## src/rtl/sqw_pkg.sv

```systemverilog
package sqw_pkg;

  localparam int SQW_CW = 16;
  localparam int SQW_SW = SQW_CW + 1;

  typedef logic [SQW_CW-1:0] sqw_cnt_t;

  typedef struct packed {
    sqw_cnt_t half;
    sqw_cnt_t full;
  } sqw_cfg_t;

  // period length after clamping a zero value up to one
  function automatic sqw_cnt_t sqw_eff_full(sqw_cnt_t f);
    return (f == '0) ? sqw_cnt_t'(1) : f;
  endfunction

  // true when the step after count c would reach the period length
  function automatic logic sqw_wraps(sqw_cnt_t c, sqw_cnt_t f);
    logic [SQW_SW-1:0] sum;
    sum = {1'b0, c} + SQW_SW'(1);
    return sum >= {1'b0, sqw_eff_full(f)};
  endfunction

  function automatic sqw_cnt_t sqw_next(sqw_cnt_t c, sqw_cnt_t f);
    return sqw_wraps(c, f) ? '0 : c + sqw_cnt_t'(1);
  endfunction

  // output level for a count against a high-length
  function automatic logic sqw_level(sqw_cnt_t c, sqw_cnt_t h);
    return c < h;
  endfunction

endpackage

```

## src/rtl/sqw_shadow.sv

```systemverilog
module sqw_shadow
  import sqw_pkg::*;
(
  input  logic     clk,
  input  logic     rst_n,
  input  logic     en,
  input  logic     cfg_wr,
  input  sqw_cfg_t cfg_in,
  input  logic     wrap_evt,
  output sqw_cfg_t act_cfg
);

  sqw_cfg_t shd_q;
  sqw_cfg_t act_q;
  logic     load_evt;

  assign load_evt = wrap_evt || !en;

  always_ff @(posedge clk or negedge rst_n) begin
    if (!rst_n) begin
      shd_q <= '0;
    end else if (cfg_wr) begin
      shd_q <= cfg_in;
    end
  end

  always_ff @(posedge clk or negedge rst_n) begin
    if (!rst_n) begin
      act_q <= '0;
    end else if (load_evt) begin
      act_q <= shd_q;
    end
  end

  assign act_cfg = act_q;

  a_r5_hold_mid_cycle: assert property (@(posedge clk) disable iff (!rst_n)
    (en && !wrap_evt) |=> $stable(act_q));

  a_r5_load_at_boundary: assert property (@(posedge clk) disable iff (!rst_n)
    (wrap_evt || !en) |=> (act_q == $past(shd_q)));

  a_r5_write_captured: assert property (@(posedge clk) disable iff (!rst_n)
    cfg_wr |=> (shd_q == $past(cfg_in)));

endmodule

```

## src/rtl/sqw_counter.sv

```systemverilog
module sqw_counter
  import sqw_pkg::*;
(
  input  logic     clk,
  input  logic     rst_n,
  input  logic     en,
  input  logic     tick_en,
  input  sqw_cnt_t act_full,
  output sqw_cnt_t cnt,
  output logic     wrap_evt
);

  sqw_cnt_t cnt_q;
  sqw_cnt_t cnt_d;

  assign wrap_evt = tick_en && sqw_wraps(cnt_q, act_full);

  always_comb begin
    cnt_d = cnt_q;
    if (!en) begin
      cnt_d = '0;
    end else if (tick_en) begin
      cnt_d = sqw_next(cnt_q, act_full);
    end
  end

  always_ff @(posedge clk or negedge rst_n) begin
    if (!rst_n) begin
      cnt_q <= '0;
    end else begin
      cnt_q <= cnt_d;
    end
  end

  assign cnt = cnt_q;

  a_r1_step: assert property (@(posedge clk) disable iff (!rst_n)
    (tick_en && !wrap_evt) |=> (cnt_q == $past(cnt_q) + sqw_cnt_t'(1)));

  a_r1_hold: assert property (@(posedge clk) disable iff (!rst_n)
    (en && !tick_en) |=> $stable(cnt_q));

  a_r3_wrap_zero: assert property (@(posedge clk) disable iff (!rst_n)
    wrap_evt |=> (cnt_q == '0));

  a_r3_in_range: assert property (@(posedge clk) disable iff (!rst_n)
    cnt_q < sqw_eff_full(act_full));

  a_r8_held_zero: assert property (@(posedge clk) disable iff (!rst_n)
    !en |=> (cnt_q == '0));

endmodule

```

## src/rtl/sqw_output.sv

```systemverilog
module sqw_output
  import sqw_pkg::*;
(
  input  logic     clk,
  input  logic     rst_n,
  input  logic     en,
  input  logic     tick_en,
  input  sqw_cnt_t cnt,
  input  sqw_cnt_t act_half,
  input  sqw_cnt_t act_full,
  output logic     wave,
  output logic     tag_valid,
  output sqw_cnt_t tag_count
);

  logic     wave_q;
  logic     tv_q;
  sqw_cnt_t tag_q;

  always_ff @(posedge clk or negedge rst_n) begin
    if (!rst_n) begin
      wave_q <= 1'b0;
      tv_q   <= 1'b0;
      tag_q  <= '0;
    end else if (!en) begin
      wave_q <= 1'b0;
      tv_q   <= 1'b0;
    end else begin
      tv_q <= tick_en;
      if (tick_en) begin
        wave_q <= sqw_level(cnt, act_half);
        tag_q  <= cnt;
      end
    end
  end

  assign wave      = wave_q;
  assign tag_valid = tv_q;
  assign tag_count = tag_q;

  a_r2_level: assert property (@(posedge clk) disable iff (!rst_n)
    tick_en |=> (wave_q == ($past(cnt) < $past(act_half))));

  a_r2_hold: assert property (@(posedge clk) disable iff (!rst_n)
    (en && !tick_en) |=> ($stable(wave_q) && $stable(tag_q)));

  a_r4_strobe_on: assert property (@(posedge clk) disable iff (!rst_n)
    tick_en |=> tv_q);

  a_r4_strobe_off: assert property (@(posedge clk) disable iff (!rst_n)
    !tick_en |=> !tv_q);

  a_r4_tag_value: assert property (@(posedge clk) disable iff (!rst_n)
    tick_en |=> (tag_q == $past(cnt)));

  a_r7_always_high: assert property (@(posedge clk) disable iff (!rst_n)
    (tick_en && (act_half >= sqw_eff_full(act_full))) |=> wave_q);

  a_r8_low_when_off: assert property (@(posedge clk) disable iff (!rst_n)
    !en |=> (!wave_q && !tv_q));

endmodule

```

## src/rtl/sqw_phase_gen.sv

```systemverilog
module sqw_phase_gen
  import sqw_pkg::*;
(
  input  logic              clk,
  input  logic              rst_n,
  input  logic              en,
  input  logic              tick,
  input  logic              cfg_wr,
  input  logic [SQW_CW-1:0] cfg_half,
  input  logic [SQW_CW-1:0] cfg_full,
  output logic              wave_out,
  output logic              tag_valid,
  output logic [SQW_CW-1:0] tag_count
);

  logic     tick_en;
  logic     wrap_evt;
  sqw_cfg_t cfg_in;
  sqw_cfg_t act_cfg;
  sqw_cnt_t cnt;

  assign tick_en = tick && en;
  assign cfg_in  = '{half: cfg_half, full: cfg_full};

  sqw_shadow u_shadow (
    .clk      (clk),
    .rst_n    (rst_n),
    .en       (en),
    .cfg_wr   (cfg_wr),
    .cfg_in   (cfg_in),
    .wrap_evt (wrap_evt),
    .act_cfg  (act_cfg)
  );

  sqw_counter u_counter (
    .clk      (clk),
    .rst_n    (rst_n),
    .en       (en),
    .tick_en  (tick_en),
    .act_full (act_cfg.full),
    .cnt      (cnt),
    .wrap_evt (wrap_evt)
  );

  sqw_output u_output (
    .clk       (clk),
    .rst_n     (rst_n),
    .en        (en),
    .tick_en   (tick_en),
    .cnt       (cnt),
    .act_half  (act_cfg.half),
    .act_full  (act_cfg.full),
    .wave      (wave_out),
    .tag_valid (tag_valid),
    .tag_count (tag_count)
  );

  a_r9_reset_quiet: assert property (@(posedge clk) disable iff (!rst_n)
    $rose(tag_valid) |-> $past(tick_en));

endmodule

```

## config.mk

```make
export PLATFORM = sky130hd
export DESIGN_NAME = sqw_phase_gen
export DESIGN_NICKNAME = d
export VERILOG_FILES = /design/src/rtl/sqw_pkg.sv /design/src/rtl/sqw_shadow.sv /design/src/rtl/sqw_counter.sv /design/src/rtl/sqw_output.sv /design/src/rtl/sqw_phase_gen.sv
export SDC_FILE = /design/constraint.sdc
export NUM_CORES = 1
export LEC_CHECK = 0
export BUFFER_PORTS_ARGS = -buffer_cell sky130_fd_sc_hd__clkbuf_2
export CAP_MARGIN = 20
export CELL_PAD_IN_SITES_DETAIL_PLACEMENT = 1
export CELL_PAD_IN_SITES_GLOBAL_PLACEMENT = 1
export CORE_ASPECT_RATIO = 0.7
export CORE_UTILIZATION = 45
export CTS_CLUSTER_DIAMETER = 150
export DETAILED_ROUTE_END_ITERATION = 10
export GPL_TIMING_DRIVEN = 0
export HOLD_SLACK_MARGIN = 0.1
export PLACE_DENSITY = 0.86
export SYNTH_ARGS = -nofsm -noshare
export SYNTH_HDL_FRONTEND = slang
export SYNTH_SLANG_ARGS = --single-unit
```

## constraint.sdc

```tcl
create_clock -name clk -period 6.1 [get_ports clk]
set_input_delay 0.61 -clock clk [delete_from_list [all_inputs] [get_ports clk]]
set_output_delay 0.61 -clock clk [all_outputs]
set_load 0.01 [all_outputs]
```

Yosys cells after proc, flatten, opt, wreduce, memory -nomap -nowiden
Index checks and enable logic that the tools add are counted.

Register bits after elaboration: 98. Output and inout port bits: 18.

Add/subtract/negate cells: 2. $lt $le $gt $ge: 2. Eq/ne operators: 1. Mux-type cells: 7. Reductions and logical operators: 6.

Operators with widths (number): 2-to-1 mux 16 bit (4); adder 16 x 1 -> 17 bit, second input constant (1); greater-or-equal comparator 17 x 16 -> 1 bit (1); adder 16 x 1 -> 16 bit, second input constant (1); logical NOT 16 bit (1); less-than comparator 16 bit (1); 2-to-1 mux 1 bit (3); logical AND 1 bit (2); inequality test 2 x 1 -> 1 bit, second input constant (1); AND reduction 2 bit (1); logical NOT 1 bit (1); logical OR 1 bit (1).

Longest topological paths before layout
Depth in word-level cells: 6. Gate-level depth with buffers: 14.

Hierarchy
Synthesis repeated with hierarchy kept, for this count alone.

Cell total of the unflattened synthesis: 393. Area total of the unflattened synthesis: 5064.9 µm².

Modules (own cells, without submodules): sqw_shadow (instances 1, cells an instance 137, area an instance 2547.4 µm²); sqw_counter (instances 1, cells an instance 165, area an instance 1466.4 µm²); sqw_output (instances 1, cells an instance 90, area an instance 1044.8 µm²); sqw_phase_gen (instances 1, cells an instance 1, area an instance 6.3 µm²).

Worst setup path after synthesis
Ideal clock, no wire load.

Kind: reg2reg. Start point: reg u_counter.cnt_q[0] (netlist: u_counter.cnt[0]). End point: reg u_counter.cnt_q[3] (netlist: u_counter.cnt[3]). Library setup time: 122 ps. Arrival time: 3040 ps. Path slack: 2939 ps. Cell stages (with the launch flop): 14. Path through: dfrtp_1 -> ha_1 -> nand3_1 -> or4_1 -> buf_2 -> xnor2_1 -> ha_1 -> nand4_1 -> or4_1 -> o211a_1 -> o211a_1 -> buf_6 -> buf_6 -> a32o_1.

Cells in the longest elaborated chain, start to end: 5.

RTL lines: from (decl) (line sqw_counter.sv:13) `sqw_cnt_t cnt_q;`; from (signal assigned) (line sqw_counter.sv:31) `cnt_q <= cnt_d;`; adder 16 x 1 -> 17 bit (line sqw_pkg.sv:21) `sum = {1'b0, c} + SQW_SW'(1);`; greater-or-equal comparator 17 x 16 -> 1 bit (line sqw_pkg.sv:22) `return sum >= {1'b0, sqw_eff_full(f)};`; 2-to-1 mux 16 bit * (line sqw_pkg.sv:26) `return sqw_wraps(c, f) ? '0 : c + sqw_cnt_t'(1);`; 2-to-1 mux 16 bit * (line sqw_counter.sv:22) `end else if (tick_en) begin`; 2-to-1 mux 16 bit * (line sqw_counter.sv:20) `if (!en) begin`.

Every way passes the cells marked *; elsewhere a longest branch is shown, timed or not. The select of a mux whose other input is x is not followed. A chain may end at the register's enable or synchronous reset.

Worst setup path in the final report
Start point: reg u_counter.cnt_q[0] (netlist: u_counter.cnt[0]). End point: reg u_shadow.act_q (netlist bit u_shadow.act_cfg[25]).

Cells in the longest elaborated chain, start to end: 4.

RTL lines: adder 16 x 1 -> 17 bit (line sqw_pkg.sv:21); greater-or-equal comparator 17 x 16 -> 1 bit (line sqw_pkg.sv:22); logical AND 1 bit (line sqw_counter.sv:16) `assign wrap_evt = tick_en && sqw_wraps(cnt_q, act_full);`; logical OR 1 bit (line sqw_shadow.sv:17) `assign load_evt = wrap_evt || !en;`; to (signal assigned) (line sqw_shadow.sv:31) `act_q <= shd_q;`; to (decl) (line sqw_shadow.sv:14) `sqw_cfg_t act_q;`.

Every way passes these cells.

==> flow_summary.json <==
{
  "clk_pin_slew_ns": 0.07,
  "grt_use_total_pct": 25.7,
  "rsz0062_at_grt": "false",
  "cts_buffers": 9,
  "overflow": 0,
  "drtIter0Drc": 240,
  "p_int_mw": 1.18,
  "rows": 32,
  "fill_cells": 1246,
  "combPwrFrac_pct": 14.8,
  "fin_crit_ns": 4.05,
  "dp_hpwl_um": 10800,
  "startpoint_type": "flop",
  "p_clk_share_pct": 38.2,
  "die_y_um": 92.9,
  "min_period_over_period_pct": 66.4,
  "final-setup-viol-count": 0,
  "core_area_um2": 11300,
  "cpLargestDelayFamily": "buffers and inverters",
  "ant_nets": 0,
  "fin_util_pct": 54.3,
  "required_ns": 6.37,
  "ctsHoldBuffers": 0,
  "crit_type": "flop to flop",
  "drive_gt1_share_pct": 22.4,
  "ys_seq_area_share_pct": 46.2,
  "grt_max_degree": 54,
  "power.switching_uw": 445,
  "max_stage_delay_ns": 0.51,
  "seq_area_um2": 2450,
  "cts_root_buffer": "clkbuf_16",
  "hold_class": "primary input to async pin",
  "post_drt_wl_per_cell_um": 20.0,
  "avgSynthCellArea_um2": 10.4,
  "tightestPinTransition_ns": 0.840,
  "hold_viol_final": 0,
  "multiInputGateArea_um2": 2550,
  "ios": 55,
  "grt_pass1_wl_um": 24400,
  "power.total_mw": 1.63,
  "ctsResizeCount": 0,
  "gp_routability_congestion": 0.889,
  "start_util_pct": 47.2,
  "worst-path-buf-inv": 2,
  "grt_pass1_vias": 4678,
  "wl_um": 14700,
  "antenna_found_initial": 0,
  "worstPathMaxFanout": 10,
  "fmax_ghz": 0.247,
  "slew-limit-headroom_pct": 44.0,
  "critPathSlowestCell": "a2111oi_0",
  "insertion_delay_ns": 0.35,
  "hold_ws_ns": 0.357,
  "drc": 0,
  "irDropWorstVdd_mv": 0.145,
  "synth_cell_types": 37,
  "synthCells": 511,
  "cts-htree-levels": 3,
  "clk_path_buf_depth": 2,
  "drt-vias-per-instance": 5.91,
  "p_leak_nw": 2.86,
  "cts.sinks": 98,
  "die_width_um": 132,
  "cts_setup_buffers": 0,
  "endpoint_kind": "flop",
  "dieArea_um2": 12200,
  "critical_path_arrival_ns": 4.32,
  "insertedDiodeCount": 0,
  "seqPwrFrac_pct": 47.0,
  "synth_nets": 580,
  "cts_tree": "done",
  "dr.pass1.iters": 4,
  "routed-via-count": 4339,
  "ys_ff_latch": 98,
  "nets": 645,
  "status": "finished, final reports clean",
  "syn_to_final_growth_pct": 15.2,
  "drv_cap": 0,
  "slew_viol_final": 0,
  "port_buffers": 53,
  "synth_warnings": 0,
  "p_per_area_nw_per_um2": 266,
  "p_sw_share_pct": 27.3,
  "syn_area_um2": 5310,
  "finalClockSkew_ns": 0.00598,
  "crit_chain": "ha_1 > and3_1 > nand3_1 > xnor2_1 > ha_1 > and4_1 > a2111oi_0 > clkbuf_1 > clkbuf_1 > o2111ai_1 > o211ai_1",
  "tns_ns": 0,
  "mostFrequentLayoutCells": "dfrtp_1 (98), nand2_1 (83), clkbuf_2 (52)",
  "final_common_cell": "dfrtp_1"
}
Yosys cell counts:
library cell / number / area share [%]
nor2b_1: 3 / 0.35
nand2_1: 83 / 5.9
dfrtp_1: 98 / 46
o31a_1: 1 / 0.17
mux2_2: 47 / 10
buf_6: 2 / 0.42
a22oi_1: 1 / 0.14
o21ai_0: 7 / 0.66
a32o_1: 11 / 2.1
clkbuf_1: 24 / 1.7
nor4_1: 3 / 0.35
xor2_1: 5 / 0.83
nor3_1: 3 / 0.28
and3_1: 5 / 0.59
ha_1: 32 / 7.5
a2111oi_0: 1 / 0.17
o2111ai_1: 36 / 5.9
or2_2: 1 / 0.12
buf_2: 10 / 0.94
buf_4: 1 / 0.14
nor2_1: 9 / 0.64
a21boi_0: 1 / 0.14
o211ai_1: 38 / 5.4
or4_1: 2 / 0.28
xnor2_1: 9 / 1.5
and2_1: 1 / 0.12
inv_1: 32 / 2.3
o211a_1: 2 / 0.38
nand3_1: 9 / 0.85
nand2b_1: 4 / 0.47
a21o_1: 4 / 0.57
and4_1: 2 / 0.33
a21oi_1: 9 / 0.85
a211oi_1: 3 / 0.42
nand4_1: 8 / 0.94
buf_1: 3 / 0.21
a41o_1: 1 / 0.19
registers in the layout, summed over array words and instances (netlist names):
register and cells:
u_shadow.shd_q 32, u_output.wave 1, u_output.tag_valid 1, u_shadow.act_cfg 32
u_output.tag_count 16, u_counter.cnt 16
metrics by stage:
stage,instance area (µm²),instances,worst slack (ns)
after floorplan,5310,511,2.94
after global routing,6110,734,1.85
after CTS,6110,734,2.11
final,6110,734,2.05
after detailed placement,5790,718,2.20
after global placement,5760,717,2.30
logic make-up after synthesis:
kind of cell	count (synthesis)	share of synthesized area, %
adder cells (fa/ha/maj)	32	7.55
buffers and inverters	72	5.68
XOR/XNOR	14	2.31
AO/OA/AOI/OAI	115	17.1
flip-flops	98	46.2
multiplexers	47	9.97
AND/OR/NAND/NOR	133	11.2
area by class of cell:
| class | count | area share [%] |
|---|---|---|
| well taps | 153 | 3.13 |
| clock buffers | 11 | 3.97 |
| clock inverters | 5 | 1.27 |
| plain buffers | 40 | 2.97 |
| inverters | 32 | 1.96 |
| multi-input cells | 341 | 41.8 |
| repair buffers | 54 | 4.83 |
| flip-flops and latches | 98 | 40.1 |
power groups by stage:
stage | clock, mW | combinational [mW] | sequential (mW)
CTS | 0.629 | 0.243 | 0.764
finish | 0.621 | 0.242 | 0.765
floorplan | 0 | 0.158 | 0.757
global route | 0.648 | 0.271 | 0.772
global placement | 0 | 0.219 | 0.770
detailed placement | 0 | 0.239 | 0.775
layer usage:
| metal | part of all wire [%] | global-route usage (%) | vias to the layer above | wire length [µm] |
|---|---|---|---|---|
| li1 | - | - | 2005 | - |
| met1 | 46 | 33.9 | 2233 | 6810 |
| met2 | 49 | 44.1 | 88 | 7200 |
| met3 | 3.5 | 4.21 | 13 | 506 |
| met4 | 0.98 | 6.30 | 0 | 144 |
| met5 | 0 | 0 | - | 0 |
worst paths after layout:
kind / from / endpoint / slack (ns) / depth (start not counted)
setup reg to reg: u_counter.cnt[0] / u_shadow.act_cfg[25] / 2.05 / 11
hold / removal: rst_n / u_shadow.shd_q[28] / 0.36 / 1
setup / recovery: u_counter.cnt[0] / u_shadow.act_cfg[25] / 2.05 / 11
max in group asynchronous: rst_n / u_shadow.act_cfg[11] / 5.05 / 2
hold reg to reg: u_output.tag_count[13] / u_output.tag_count[13] / 0.51 / 1
min in group clk: cfg_full[2] / u_shadow.shd_q[2] / 0.49 / 2
Note: power is estimated with default switching activity, not from simulation.
